--- src/rtl/addr_filt_pkg.sv ---
package addr_filt_pkg;
    typedef enum logic [1:0] {
        MM_MASKED = 2'd0,
        MM_PAIR   = 2'd1,
        MM_WINDOW = 2'd2,
        MM_RSVD   = 2'd3
    } match_mode_e;

    typedef struct packed {
        logic decided;
        logic hit;
    } frame_state_t;
endpackage

--- src/rtl/addr_filt_cmp.sv ---
module addr_filt_cmp #(
    parameter int AW = 8
) (
    input  logic [1:0]    mode_i,
    input  logic [AW-1:0] addr_i,
    input  logic [AW-1:0] ref_i,
    input  logic [AW-1:0] aux_i,
    output logic          hit_o
);
    import addr_filt_pkg::*;

    logic [AW-1:0] bit_ok;
    logic          masked_ok;
    logic          pair_ok;
    logic          window_ok;

    // per-bit masked equality: aux bit set means "don't care"
    for (genvar i = 0; i < AW; i++) begin : g_bit
        assign bit_ok[i] = aux_i[i] | (addr_i[i] ~^ ref_i[i]);
    end

    assign masked_ok = &bit_ok;
    assign pair_ok   = (addr_i == ref_i) | (addr_i == aux_i);
    assign window_ok = (addr_i <= ref_i) & (addr_i >= aux_i);

    always_comb begin
        unique case (match_mode_e'(mode_i))
            MM_MASKED: hit_o = masked_ok;
            MM_PAIR:   hit_o = pair_ok;
            MM_WINDOW: hit_o = window_ok;
            default:   hit_o = 1'b0;
        endcase
    end
endmodule

--- src/rtl/addr_filt_frame.sv ---
module addr_filt_frame (
    input  logic clk,
    input  logic rst_n,
    input  logic cs_n,
    input  logic rx_valid_i,
    input  logic cmp_hit_i,
    output logic decided_o,
    output logic hit_o
);
    import addr_filt_pkg::*;

    frame_state_t st_d;
    frame_state_t st_q;

    always_comb begin
        st_d = st_q;
        if (cs_n) begin
            st_d.decided = 1'b0;
            st_d.hit     = 1'b0;
        end else if (rx_valid_i && !st_q.decided) begin
            st_d.decided = 1'b1;
            st_d.hit     = cmp_hit_i;
        end
    end

    always_ff @(posedge clk or negedge rst_n) begin
        if (!rst_n) begin
            st_q <= '0;
        end else begin
            st_q <= st_d;
        end
    end

    assign decided_o = st_q.decided;
    assign hit_o     = st_q.hit;
endmodule

--- src/rtl/spi_addr_filter.sv ---
module spi_addr_filter #(
    parameter int AW = 8
) (
    input  logic          clk,
    input  logic          rst_n,
    input  logic          cs_n,
    input  logic          rx_valid_i,
    input  logic [AW-1:0] rx_char_i,
    input  logic [1:0]    mode_i,
    input  logic [AW-1:0] ref_i,
    input  logic [AW-1:0] aux_i,
    output logic          match_o,
    output logic          decided_o,
    output logic          data_valid_o,
    output logic [AW-1:0] data_o
);
    logic cmp_hit;
    logic decided_q;
    logic hit_q;

    addr_filt_cmp #(.AW(AW)) u_cmp (
        .mode_i (mode_i),
        .addr_i (rx_char_i),
        .ref_i  (ref_i),
        .aux_i  (aux_i),
        .hit_o  (cmp_hit)
    );

    addr_filt_frame u_frame (
        .clk        (clk),
        .rst_n      (rst_n),
        .cs_n       (cs_n),
        .rx_valid_i (rx_valid_i),
        .cmp_hit_i  (cmp_hit),
        .decided_o  (decided_q),
        .hit_o      (hit_q)
    );

    assign match_o      = hit_q;
    assign decided_o    = decided_q;
    assign data_valid_o = rx_valid_i & ~cs_n & decided_q & hit_q;
    assign data_o       = rx_char_i;
endmodule

--- config.mk ---
export PLATFORM = sky130hd
export DESIGN_NAME = spi_addr_filter
export DESIGN_NICKNAME = d
export VERILOG_FILES = /design/src/rtl/addr_filt_pkg.sv /design/src/rtl/addr_filt_cmp.sv /design/src/rtl/addr_filt_frame.sv /design/src/rtl/spi_addr_filter.sv
export SDC_FILE = /design/constraint.sdc
export NUM_CORES = 1
export LEC_CHECK = 0
export ABC_AREA = 1
export BUFFER_PORTS_ARGS = -buffer_cell sky130_fd_sc_hd__buf_4
export CAP_MARGIN = 20
export CORE_UTILIZATION = 46
export CTS_BUF_LIST = sky130_fd_sc_hd__clkbuf_4 sky130_fd_sc_hd__clkbuf_8 sky130_fd_sc_hd__clkbuf_16
export CTS_CLUSTER_SIZE = 20
export DETAILED_ROUTE_END_ITERATION = 8
export GPL_ROUTABILITY_DRIVEN = 0
export PLACE_DENSITY_LB_ADDON = 0.3
export SYNTH_ARGS = -nofsm -noshare
export SYNTH_HDL_FRONTEND = slang
export SYNTH_HIERARCHICAL = 1
export SYNTH_SLANG_ARGS = --single-unit
--- constraint.sdc ---
create_clock -name clk -period 2.23 [get_ports clk]
set_clock_uncertainty 0.05 [all_clocks]
set_input_delay 0.1115 -clock clk [delete_from_list [all_inputs] [get_ports clk]]
set_output_delay 0.1115 -clock clk [all_outputs]
set_load 0.05 [all_outputs]
Yosys cells after proc, flatten, opt, wreduce, memory -nomap -nowiden
Index checks and enable logic that the tools add are counted.
{"block": "word_totals", "ff_bits": 2, "inputBits": 30, "output_inout_bits": 11}
{"block": "classes", "n_lt_le_gt_ge": 2, "eq_ne": 4, "muxes": 3, "bitwise_logic": 22, "reduce_logical": 5}
{"operator": "$eq 8x8->1", "n": 2}
{"operator": "$or 1x1->1", "n": 9}
{"operator": "$ge 8x8->1", "n": 1}
{"operator": "$le 8x8->1", "n": 1}
{"operator": "$reduce_and 8->1", "n": 1}
{"operator": "$xnor 1x1->1", "n": 8}
{"operator": "$and 1x1->1", "n": 4}
{"operator": "$mux 2", "n": 2}
{"operator": "$pmux 1 s3", "n": 1}
{"operator": "$eq 2x1->1 const B", "n": 1}
{"operator": "$eq 2x2->1 const B", "n": 1}
{"operator": "$logic_not 2->1", "n": 1}
{"operator": "$reduce_bool 2->1", "n": 1}
{"operator": "$logic_and 1x1->1", "n": 1}
{"operator": "$logic_not 1->1", "n": 1}
{"operator": "$not 1->1", "n": 1}

Logic depth before layout (Yosys ltp)
Gate-level depths: netlist (run 1).
{"block": "depth", "depth_word": 6, "depth_mapped": 14, "mapped_depth_nobuf": 14}

Cells and area by module
Netlist (run 1), hierarchy kept.
{"mod": "addr_filt_cmp", "instances": 1, "cells_each": 94, "area_per_inst_um2": 538.0}
{"mod": "addr_filt_frame", "instances": 1, "cells_each": 9, "area_per_inst_um2": 83.8}
{"mod": "spi_addr_filter", "instances": 1, "cells_each": 12, "area_per_inst_um2": 77.6}

Worst setup path after synthesis (run 1)
OpenSTA, ideal clock, no wires.
{"block": "synth_path", "path_kind": "register -> output", "start": "register u_frame.st_q (netlist bit u_frame/decided_o)", "end": "output port data_valid_o", "t_arrival_ns": 1.218, "required_ns": 2.069, "slack_ns": 0.850, "path_stages_with_launch": 3, "cell_sequence": "dfrtp_1 -> nand2_1 -> nor2_2"}
{"block": "synth_via", "elab_chain_len": 2}
{"item": "start: declaration", "line": "addr_filt_frame.sv:13", "source": "frame_state_t st_q;"}
{"item": "start signal: assignment", "line": "addr_filt_frame.sv:30", "source": "st_q <= st_d;"}
{"item": "$and 1x1->1 (2 in a row)", "line": "spi_addr_filter.sv:41", "source": "assign data_valid_o = rx_valid_i & ~cs_n & decided_q & hit_q;"}
{"item": "end: declaration", "line": "spi_addr_filter.sv:14", "source": "output logic data_valid_o,"}
No other way between the ends.

Worst setup path after layout (run 1)
{"block": "layout_path", "start": "input port ref_i[5]", "end": "register u_frame.st_q (netlist bit u_frame/hit_o)"}
{"block": "layout_via", "elab_chain_len": 6, "word_cells_on_any_way": 10}
{"item": "start: declaration", "line": "spi_addr_filter.sv:10", "source": "input logic [AW-1:0] ref_i,"}
{"item": "branches (longest 3 deep; another with $le 8x8->1)"}
{"item": "$pmux 1 s3 (*)", "line": "addr_filt_cmp.sv:27", "source": "unique case (match_mode_e'(mode_i))"}
{"item": "net cmp_hit", "line": "spi_addr_filter.sv:17", "source": "logic cmp_hit;"}
{"item": "$mux 2 (*)", "line": "addr_filt_frame.sv:20", "source": "end else if (rx_valid_i && !st_q.decided) begin"}
{"item": "$mux 2 (*)", "line": "addr_filt_frame.sv:17", "source": "if (cs_n) begin"}
Mark *: on every way through the listed nets, which the timed path passes. The select of a mux whose other input is x is not followed.
A chain may end at the register's enable or synchronous reset.

==> metrics, run 1 <==
mux cell area share after synthesis=0%; Crit path arrival time=about 1.3 ns; Die ar.=about 0.0017 sq mm; status=finished clean; top_reg_cell synth=dfrtp_1; critical-path cell list=buf_4, inv_1, ha_1, a21oi_1, nor2_1, nor2_1, nand2_1, nand2_1, nand3_1, nand2_2, nand4_1, nand2_1; Total GRT Usage=between 20% and 30%; ys async rst share=100%; post-synthesis adder-cell area fraction=28.6%; Synth area leaders=ha_1 29%, nand2_1 14%, inv_1 13%, buf_4 8.6%, dfrtp_1 7.2%; Row Count=13; simple-gate portion of the synthesized area=34.0%; Ys Warns=6; Period Utilization, post-route=53.7%; HPWL Detailed=between 1 and 1.5 mm; leading area contributor after synthesis=ha_1; share of layout cells above drive strength 1=35.1%; Antenna Violating Nets Remaining=0; initial antenna violation count=0; Diodes inserted=0; I/O pins=41; largest net degree at the start of global routing=4; Pleak=about 0.64 nW; top-count cell post-synth=nand2_1; Worst setup SP type=input pin; CTS Hold Bufs=1; setup violators final=0; fmax=835 MHz; root buf cell=clkbuf_4; Compound-Gate Fraction of Synth Area=7.16%; clk_lat worst skew=0.22 ns; Synth Area in XOR/XNOR=0%; die span in y=41.0 um; DR WL/cell=9.90 um; CP Data Required Time=between 2 and 2.5 ns; count of cell types in the netlist=18; Yosys top cell area share=approximately 29%; # resized after CTS=0; top cells by count, synth=26 x nand2_1, 24 x inv_1, 16 x ha_1, 13 x nor2_1, 8 x buf_4; Starting Density=51.8%; min-delay worst type=in -> reg; post-layout net count=199; DRT iter0 DRCs=6; setup TNS=0 ns; CTS Buffer Depth=2; Slew Limit Fails=0; routed wire length=about 1.6 mm; die extent in x=41.0 um; area grow syn2layout=41.7%; CORE AREA=~0.0014 sq mm; Setup WS pre-CTS=0.830 ns; power per cell area=322 mW/mm^2; Vias=787; clk slew on worst S/H paths=around 0.030 ns; FF+latch count, synth=2; first-pass GRT wire length=2.44 mm; CTS tree=built; post-route setup slack=1.03 ns; slowest stage delay, CP=0.32 ns; Vias/cell=4.74; Worst Tran Pin Value=0.198 ns; Synth Instances=115; Final Critical Period=1.20 ns; number of flops mapped to enable cells by yosys=0; critical path's most frequent cell=nand2_1; FF-to-FF setup slack=1.42 ns; syn nets=between 150 and 200; Initial DRT Pass Iterations=4; Final Hold Fails=0; Avg Cell Area, Syn=6.08 sq um; largest family of logic cells by synthesized area=simple AND/OR/NAND/NOR gates; # port buffers=40; CP Max Fanout=3; register area share after synthesis=between 7 and 8%; crit path capture type=flip-flop; number of global-route vias before repair=671; RSZ-0062 raised after global routing=false; GRT overflow=0; postcts setup bufs=0; CP top delay family=simple AND/OR/NAND/NOR gates; Mapped Area=699 sq um; DRC=0; MaxCap Viol Count=0; Num Clock Sinks=2; CTS H-tree lvls=1; Num CTS Buffers=3; Worst slew margin=86.7%; Setup Crit Path Kind=in -> reg; critical path's slowest cell=ha_1; buffers and inverters on the worst path=2; VDD IR max=0.324 mV
## cell type report
| class | count | area (sq um) |
|---|---|---|
| Sequential cell | 2 | 50.0 |
| Tap cell | 15 | 18.8 |
| Timing Repair Buffer | 41 | 310 |
| Multi-Input combinational cell | 78 | 488 |
| Inverter | 27 | 101 |
| Clock buffer | 3 | 22.5 |
| Fill cell | 124 | 359 |
## routing by layer
layer	track usage [%]	vias to the layer above	wire, um
met2	44.5	28	868
li1	-	420	-
met3	2.72	2	108
met1	21.2	337	648
met5	0	-	0
met4	7.50	0	18
## metrics by stage
stage	cells	cell area, sq um	power [W]	hold WS [ns]	utilization [%]
after CTS	166	991	0.000323	0.0108	73.4
final	166	991	0.000319	0.0201	73.4
after detailed placement	162	958	0.000241	-0.154	71.0
after global routing	166	991	0.000351	0.00778	73.4
after global placement	162	958	0.000236	-0.154	71.0
after floorplan	115	699	0.000171	-0.234	-
## flip-flops by register name, indices dropped and copies added (netlist names)
signal	cells
u_frame/decided_o	1
u_frame/hit_o	1
## where the power goes
group	internal [W]	total, W	switching, W
sequential	0.0000386	0.0000405	0.00000189
clock	0.0000591	0.0000767	0.0000176
combinational	0.0000882	0.000202	0.000114
## placed cells by master (no fill, tap or decap), types with 2 or more instances in the layout
cell,n
nor3_1,3
nor2_1,13
dfrtp_1,2
nand3_1,3
ha_1,16
inv_2,3
clkbuf_4,3
nand2_1,26
a21oi_1,6
inv_1,24
nand2_2,3
buf_4,40
nor2_2,2
## final timing paths
check,startpoint,end,depth (start not counted)
min in group asynchronous,rst_n,u_frame/hit_o,2
max in group asynchronous,rst_n,u_frame/decided_o,2
hold / removal,cs_n,u_frame/decided_o,2
setup reg to reg,u_frame/decided_o,u_frame/decided_o,3
hold reg to reg,u_frame/hit_o,u_frame/hit_o,2
setup / recovery,ref_i[5],u_frame/hit_o,12
## cells by family (layout without fill, tap and decap cells)
family                   Yosys count  in the layout
AND/OR/NAND/NOR                   53             53
AO/OA/AOI/OAI                      9              9
buffers and inverters             35             71
flip-flops                         2              2
adder cells (fa/ha/maj)           16             16
No activity file was read; power rests on OpenSTA's default activity.
==> run 2: changes to the inputs <==
--- a/config.mk
+++ b/config.mk
@@ -8,7 +8,7 @@
 export ABC_AREA = 1
 export BUFFER_PORTS_ARGS = -buffer_cell sky130_fd_sc_hd__buf_4
 export CAP_MARGIN = 20
-export CORE_UTILIZATION = 46
+export CORE_UTILIZATION = 43
 export CTS_BUF_LIST = sky130_fd_sc_hd__clkbuf_4 sky130_fd_sc_hd__clkbuf_8 sky130_fd_sc_hd__clkbuf_16
 export CTS_CLUSTER_SIZE = 20
 export DETAILED_ROUTE_END_ITERATION = 8
==> constraint.sdc (replaced) <==
create_clock -name clk -period 1.2 [get_ports clk]
set_clock_uncertainty 0.05 [all_clocks]
set_input_delay 0.06 -clock clk [delete_from_list [all_inputs] [get_ports clk]]
set_output_delay 0.06 -clock clk [all_outputs]
set_load 0.05 [all_outputs]
==> run 2 against run 1 <==
  * Hold slack gained 0.054 ns
  * Combinational power grew 98%
  * Register-to-register slack lost 1.0 ns
  * Die area grew 6.6%
  * Clock power grew 84%
  * Count of clock-buffer cells in the layout is the same
==> metrics, run 2 (synthesis gave the netlist of run 1 again) <==
status=finished clean; Antenna Violating Nets Remaining=0 (unchanged); Reg-to-Reg End=u_frame/hit_o; # port buffers=40 (unchanged); CP Data Required Time=1.25 ns (-1.09 ns); Vias/cell=4.56 (-3.8%); Filler cells=142 (+15%); DR WL/cell=8.82 um (-11%); CTS Buffer Depth=2 (unchanged); CTS H-tree lvls=1 (unchanged); MaxCap Viol Count=0 (unchanged); Worst slew margin=86.8% (+0.12 points); start of the worst register-to-register path=u_frame/decided_o; Final Critical Period=1.11 ns; setup violators final=0 (unchanged); Worst Tran Pin Value=0.196 ns (-0.00161 ns); Starting Density=46.4% (-5.4 points); HPWL Detailed=1.37 mm (-7.6%); Setup Crit Path Kind=in -> reg; Num Clock Sinks=2 (unchanged); min-delay worst type=in -> reg; Pleak=0.682 nW (+5.8%); number of global-route vias before repair=718 (+7.0%); initial antenna violation count=0 (unchanged); CP Max Fanout=2 (-1); crit path launch=aux_i[3]; CP Capture Point=u_frame/hit_o; R2R depth=4 (+1); clk_lat worst skew=0.22 ns (about the same); Period Utilization, post-route=92.4%; CTS tree=built; Num CTS Buffers=3 (unchanged); Row Count=14 (+1); routed wire length=1.54 mm (-6.1%); Crit path arrival time=1.16 ns (-0.14 ns); DRT iter0 DRCs=7 (+1); Die ar.=0.00179 sq mm (+6.6%); Vias=798 (+1.4%); FF-to-FF setup slack=0.39 ns (-1.03 ns); final core occ=71.0% (-2.4 points); root buf cell=clkbuf_4; crit path capture type=flip-flop; post-layout net count=207 (+4.0%); I/O pins=41 (unchanged); Diodes inserted=0 (unchanged); VDD IR max=0.653 mV (+100%); first-pass GRT wire length=2.64 mm (+8.2%); CORE AREA=0.00151 sq mm (+12%); commonest non-fill, non-tap cells in the layout=47 x buf_4, 25 x nand2_1, 24 x inv_1; fmax=902 MHz; Total GRT Usage=18.0% (-3.6 points); final instance area=0.00107 sq mm (+8.0%); die extent in x=42.3 um (+3.3%); GRT overflow=0 (unchanged); largest net degree at the start of global routing=4 (unchanged); Initial DRT Pass Iterations=4 (unchanged); Worst setup SP type=input pin; most common cell after layout, fill and taps aside=buf_4; DRC=0 (unchanged); Slew Limit Fails=0 (unchanged); Placed Area=0.00102 sq mm (+6.4%); Final Hold Fails=0 (unchanged); die span in y=42.3 um (+3.3%); share of layout cells above drive strength 1=40.3% (+5.2 points); area grow syn2layout=53.0%; clk slew on worst S/H paths=0.03 ns (about the same); power per cell area=576 mW/mm^2 (+79%)
run 2: routing by layer:
| metal | global-route usage, % | share of wire [%] |
|---|---|---|
| met1 | 22.4 | 47 |
| met2 | 33.5 | 49 |
| met4 | 3.75 | 0 |
| met5 | 0 | 0 |
| met3 | 1.29 | 4.3 |
run 2: final cells by class:
| type | count | area [sq um] | share of cell area [%] |
|---|---|---|---|
| clock buffers | 3 | 22.5 | 2.11 |
| flip-flops and latches | 2 | 52.6 | 4.91 |
| inverters | 27 | 101 | 9.47 |
| multi-input cells | 78 | 500 | 46.8 |
| repair buffers | 49 | 373 | 34.9 |
| well taps | 16 | 20.0 | 1.87 |
run 2: what timing repair did:
item | CTS | global route
hold buffers | 2 | 0
hold endpoints to repair | 3 | 0
resized for setup | 0 | 2
setup endpoints to repair | 0 | 1
setup buffers | 0 | 0
run 2: stage by stage:
stage                     instances  worst slack [ns]  total power (W)  TNS [ns]  hold WS (ns)
after floorplan                 115            0.0625         0.000319         0        -0.286
after global placement          170            -0.115         0.000458    -0.115        -0.207
after detailed placement        170            -0.151         0.000466    -0.151        -0.204
after CTS                       175            0.0730         0.000619         0        0.0589
after global routing            175           -0.0264         0.000680   -0.0264        0.0684
final                           175            0.0916         0.000617         0        0.0736
run 2: worst max-delay path, cell delays in order:
cell and delay (ns):
buf_4 0.08, inv_1 0.03, ha_1 0.31, nand2_2 0.09, nor2_1 0.05, nand2_1 0.08, nand2_1 0.05, nor2_1 0.08
nand2_1 0.05, nand3_1 0.09, nand2_2 0.05, nand4_1 0.08, nand2_1 0.05
run 2: power by group:
| group | internal (W) | total [W] | switching, W |
|---|---|---|---|
| registers | 0.0000724 | 0.0000754 | 0.00000303 |
| clock network | 0.000110 | 0.000141 | 0.0000310 |
| logic | 0.000184 | 0.000400 | 0.000217 |
run 2: worst min-delay path by stage:
stage	from	endpoint	slack, ns	cells past startpoint
final	cs_n	u_frame/hit_o	0.07	4
after global routing	cs_n	u_frame/hit_o	0.07	4
after CTS	cs_n	u_frame/hit_o	0.06	4
after detailed placement	rst_n	u_frame/decided_o	-0.20	1
after global placement	rst_n	u_frame/decided_o	-0.21	1
after floorplan	rst_n	u_frame/decided_o	-0.29	0
==> run 3: changes to the inputs <==
--- a/config.mk
+++ b/config.mk
@@ -8,7 +8,8 @@
 export ABC_AREA = 1
 export BUFFER_PORTS_ARGS = -buffer_cell sky130_fd_sc_hd__buf_4
 export CAP_MARGIN = 20
-export CORE_UTILIZATION = 43
+export CORE_MARGIN = 8
+export CORE_UTILIZATION = 46
 export CTS_BUF_LIST = sky130_fd_sc_hd__clkbuf_4 sky130_fd_sc_hd__clkbuf_8 sky130_fd_sc_hd__clkbuf_16
 export CTS_CLUSTER_SIZE = 20
 export DETAILED_ROUTE_END_ITERATION = 8
==> constraint.sdc (replaced) <==
create_clock -name clk -period 1.4 [get_ports clk]
set_clock_uncertainty 0.05 [all_clocks]
set_input_delay 0.07 -clock clk [delete_from_list [all_inputs] [get_ports clk]]
set_output_delay 0.07 -clock clk [all_outputs]
set_load 0.05 [all_outputs]
==> run 3 against run 2 <==
  * Critical path depth decreased by 7
  * Largest power group unchanged
  * Setup slack better by 0.079 ns
  * Via count fell by 1.8%
  * Register-to-register slack improved by 0.22 ns
  * Die area up 69%
  * Core utilization decreased by 2.9 points
  * Global-route usage shrank 5.3 points
  * Combinational power fell by 19%
  * Routed wire length up 20%
  * First-iteration DRC count up 43%
  * Flip-flop and latch count is the same
  * Final cell count is 4.0% lower
==> metrics, run 3 (synthesis gave the netlist of run 1 again) <==
VDD IR max=0.396 mV (-39%); CTS H-tree lvls=1 (unchanged); number of global-route vias before repair=782 (+8.9%); crit path launch=cs_n; setup violators final=0 (unchanged); die extent in x=55.0 um (+30%); start of the worst register-to-register path=u_frame/decided_o; Final Critical Period=1.23 ns; I/O pins=41 (unchanged); Starting Density=47.5% (+1.1 points); Initial DRT Pass Iterations=4 (unchanged); share of layout cells above drive strength 1=34.9% (-5.4 points); area grow syn2layout=43.3%; slowest stage delay, CP=0.54 ns (+0.23 ns); CTS Buffer Depth=2 (unchanged); crit path capture type=output pin; Slew Limit Fails=0 (unchanged); commonest non-fill, non-tap cells in the layout=40 x buf_4, 26 x nand2_1, 24 x inv_1; DP Cell Count=163 (-4.1%); Reg-to-Reg End=u_frame/hit_o; FF-to-FF setup slack=0.61 ns (+0.22 ns); Worst Tran Pin Value=0.207 ns (+0.0107 ns); Antenna Violating Nets Remaining=0 (unchanged); HPWL Detailed=1.65 mm (+20%); Diodes inserted=0 (unchanged); worst min-delay path startpoint=rx_valid_i; Pleak=0.649 nW (-4.8%); CP Data Required Time=1.28 ns (+0.03 ns); Num Clock Sinks=2 (unchanged); Vias/cell=4.67 (+2.3%); status=finished clean; die span in y=55.0 um (+30%); Total GRT Usage=12.7% (-5.3 points); CP top delay family=buffers and inverters; critical path's slowest cell=dlygate4sd3_1; Final Hold Fails=0 (unchanged); Die ar.=0.00302 sq mm (+69%); clk_lat worst skew=0.22 ns (about the same); Multi-input gate area=488 sq um (-2.5%); MaxCap Viol Count=0 (unchanged); depth of the worst hold-timing path=3 (-1); power per cell area=515 mW/mm^2 (-11%); Crit path arrival time=1.11 ns (-0.05 ns); Layout Cells excl Fill=168 (-4.0%); R2R depth=4 (unchanged); critical path's most frequent cell=buf_4; DRC=0 (unchanged); Setup Crit Path Kind=in -> out; root buf cell=clkbuf_4; RSZ-0062 raised after global routing=false; Worst slew margin=86.1% (-0.73 points); clk slew on worst S/H paths=0.04 ns (about the same); largest net degree at the start of global routing=4 (unchanged); Vias=784 (-1.8%); CTS tree=built; Row Count=14 (unchanged); CP Max Fanout=3 (+1); fmax=about 810 MHz; # resized after CTS=0 (unchanged); most common cell after layout, fill and taps aside=buf_4; CORE AREA=0.00147 sq mm (-2.3%); setup TNS=0 ns (unchanged); Worst setup SP type=input pin; routed wire length=1.84 mm (+20%); min-delay worst type=in -> reg; # port buffers=40 (unchanged); buffers and inverters on the worst path=4 (+2); post-layout net count=200 (-3.4%); initial antenna violation count=0 (unchanged); critical-path cell list=dlygate4sd3_1, buf_4, inv_1, nand2_1, nor2_2, buf_4; Filler cells=135 (-4.9%); first-pass GRT wire length=3.01 mm (+14%); register area=50.0 sq um (-4.8%); DRT iter0 DRCs=10 (+3); DR WL/cell=11.0 um (+24%); Hold Path End=u_frame/hit_o; Period Utilization, post-route=between 80% and 90%; Num CTS Buffers=3 (unchanged); GRT overflow=0 (unchanged)
run 3: what timing repair did:
item | 4_1_cts | 5_1_grt
hold buffers | 2 | 0
buffers inserted | 0 | 0
endpoints found under the hold margin | 3 | 0
run 3: report_power, final:
group          switching [W]  internal [W]  total [W]
clock              0.0000344     0.0000948   0.000129
combinational       0.000180      0.000142   0.000322
sequential        0.00000277     0.0000614  0.0000642
total               0.000217      0.000299   0.000516
run 3: area by class of cell:
cell class                 instances  share of cell area (%)
clock buffer                       3                    2.25
inverter                          27                    10.1
multi-input combinational         78                    48.7
sequential                         2                    4.99
tap                               16                    2.00
timing repair buffer              42                    32.0
run 3: worst max path at each step:
stage	end	slack (ns)	cells past startpoint
final	data_valid_o	0.17	6
after global routing	data_valid_o	0.1	6
after CTS	data_valid_o	0.17	6
after detailed placement	u_frame/hit_o	0.02	13
after global placement	u_frame/hit_o	0.06	13
after floorplan	data_valid_o	0.06	2
run 3: per-layer routing:
metal	track usage (%)	routed length, um
met1	14.1	798
met2	24.9	875
met3	3.21	171
met4	0	0
met5	0	0
run 3: metrics by stage:
| stage | instance area (sq um) | setup WS, ns | hold WS, ns | total power [W] | util, % |
|---|---|---|---|---|---|
| 4_1_cts | 1000 | 0.174 | 0.0789 | 0.000521 | 68.1 |
| 5_1_grt | 1000 | 0.0992 | 0.0962 | 0.000567 | 68.1 |
| 6_report | 1000 | 0.171 | 0.0748 | 0.000516 | 68.1 |
| 3_5_place_dp | 960 | 0.0238 | -0.196 | 0.000383 | 65.2 |
| 2_1_floorplan | 699 | 0.0619 | -0.276 | 0.000272 | - |
| 3_3_place_gp | 960 | 0.0564 | -0.197 | 0.000378 | 65.2 |
run 3: worst reg2reg max path: stages (launching register included):
cell and delay, ns:
dfrtp_1 0.39, inv_2 0.08, nand2_2 0.05, nand3_1 0.06, nand2_1 0.05
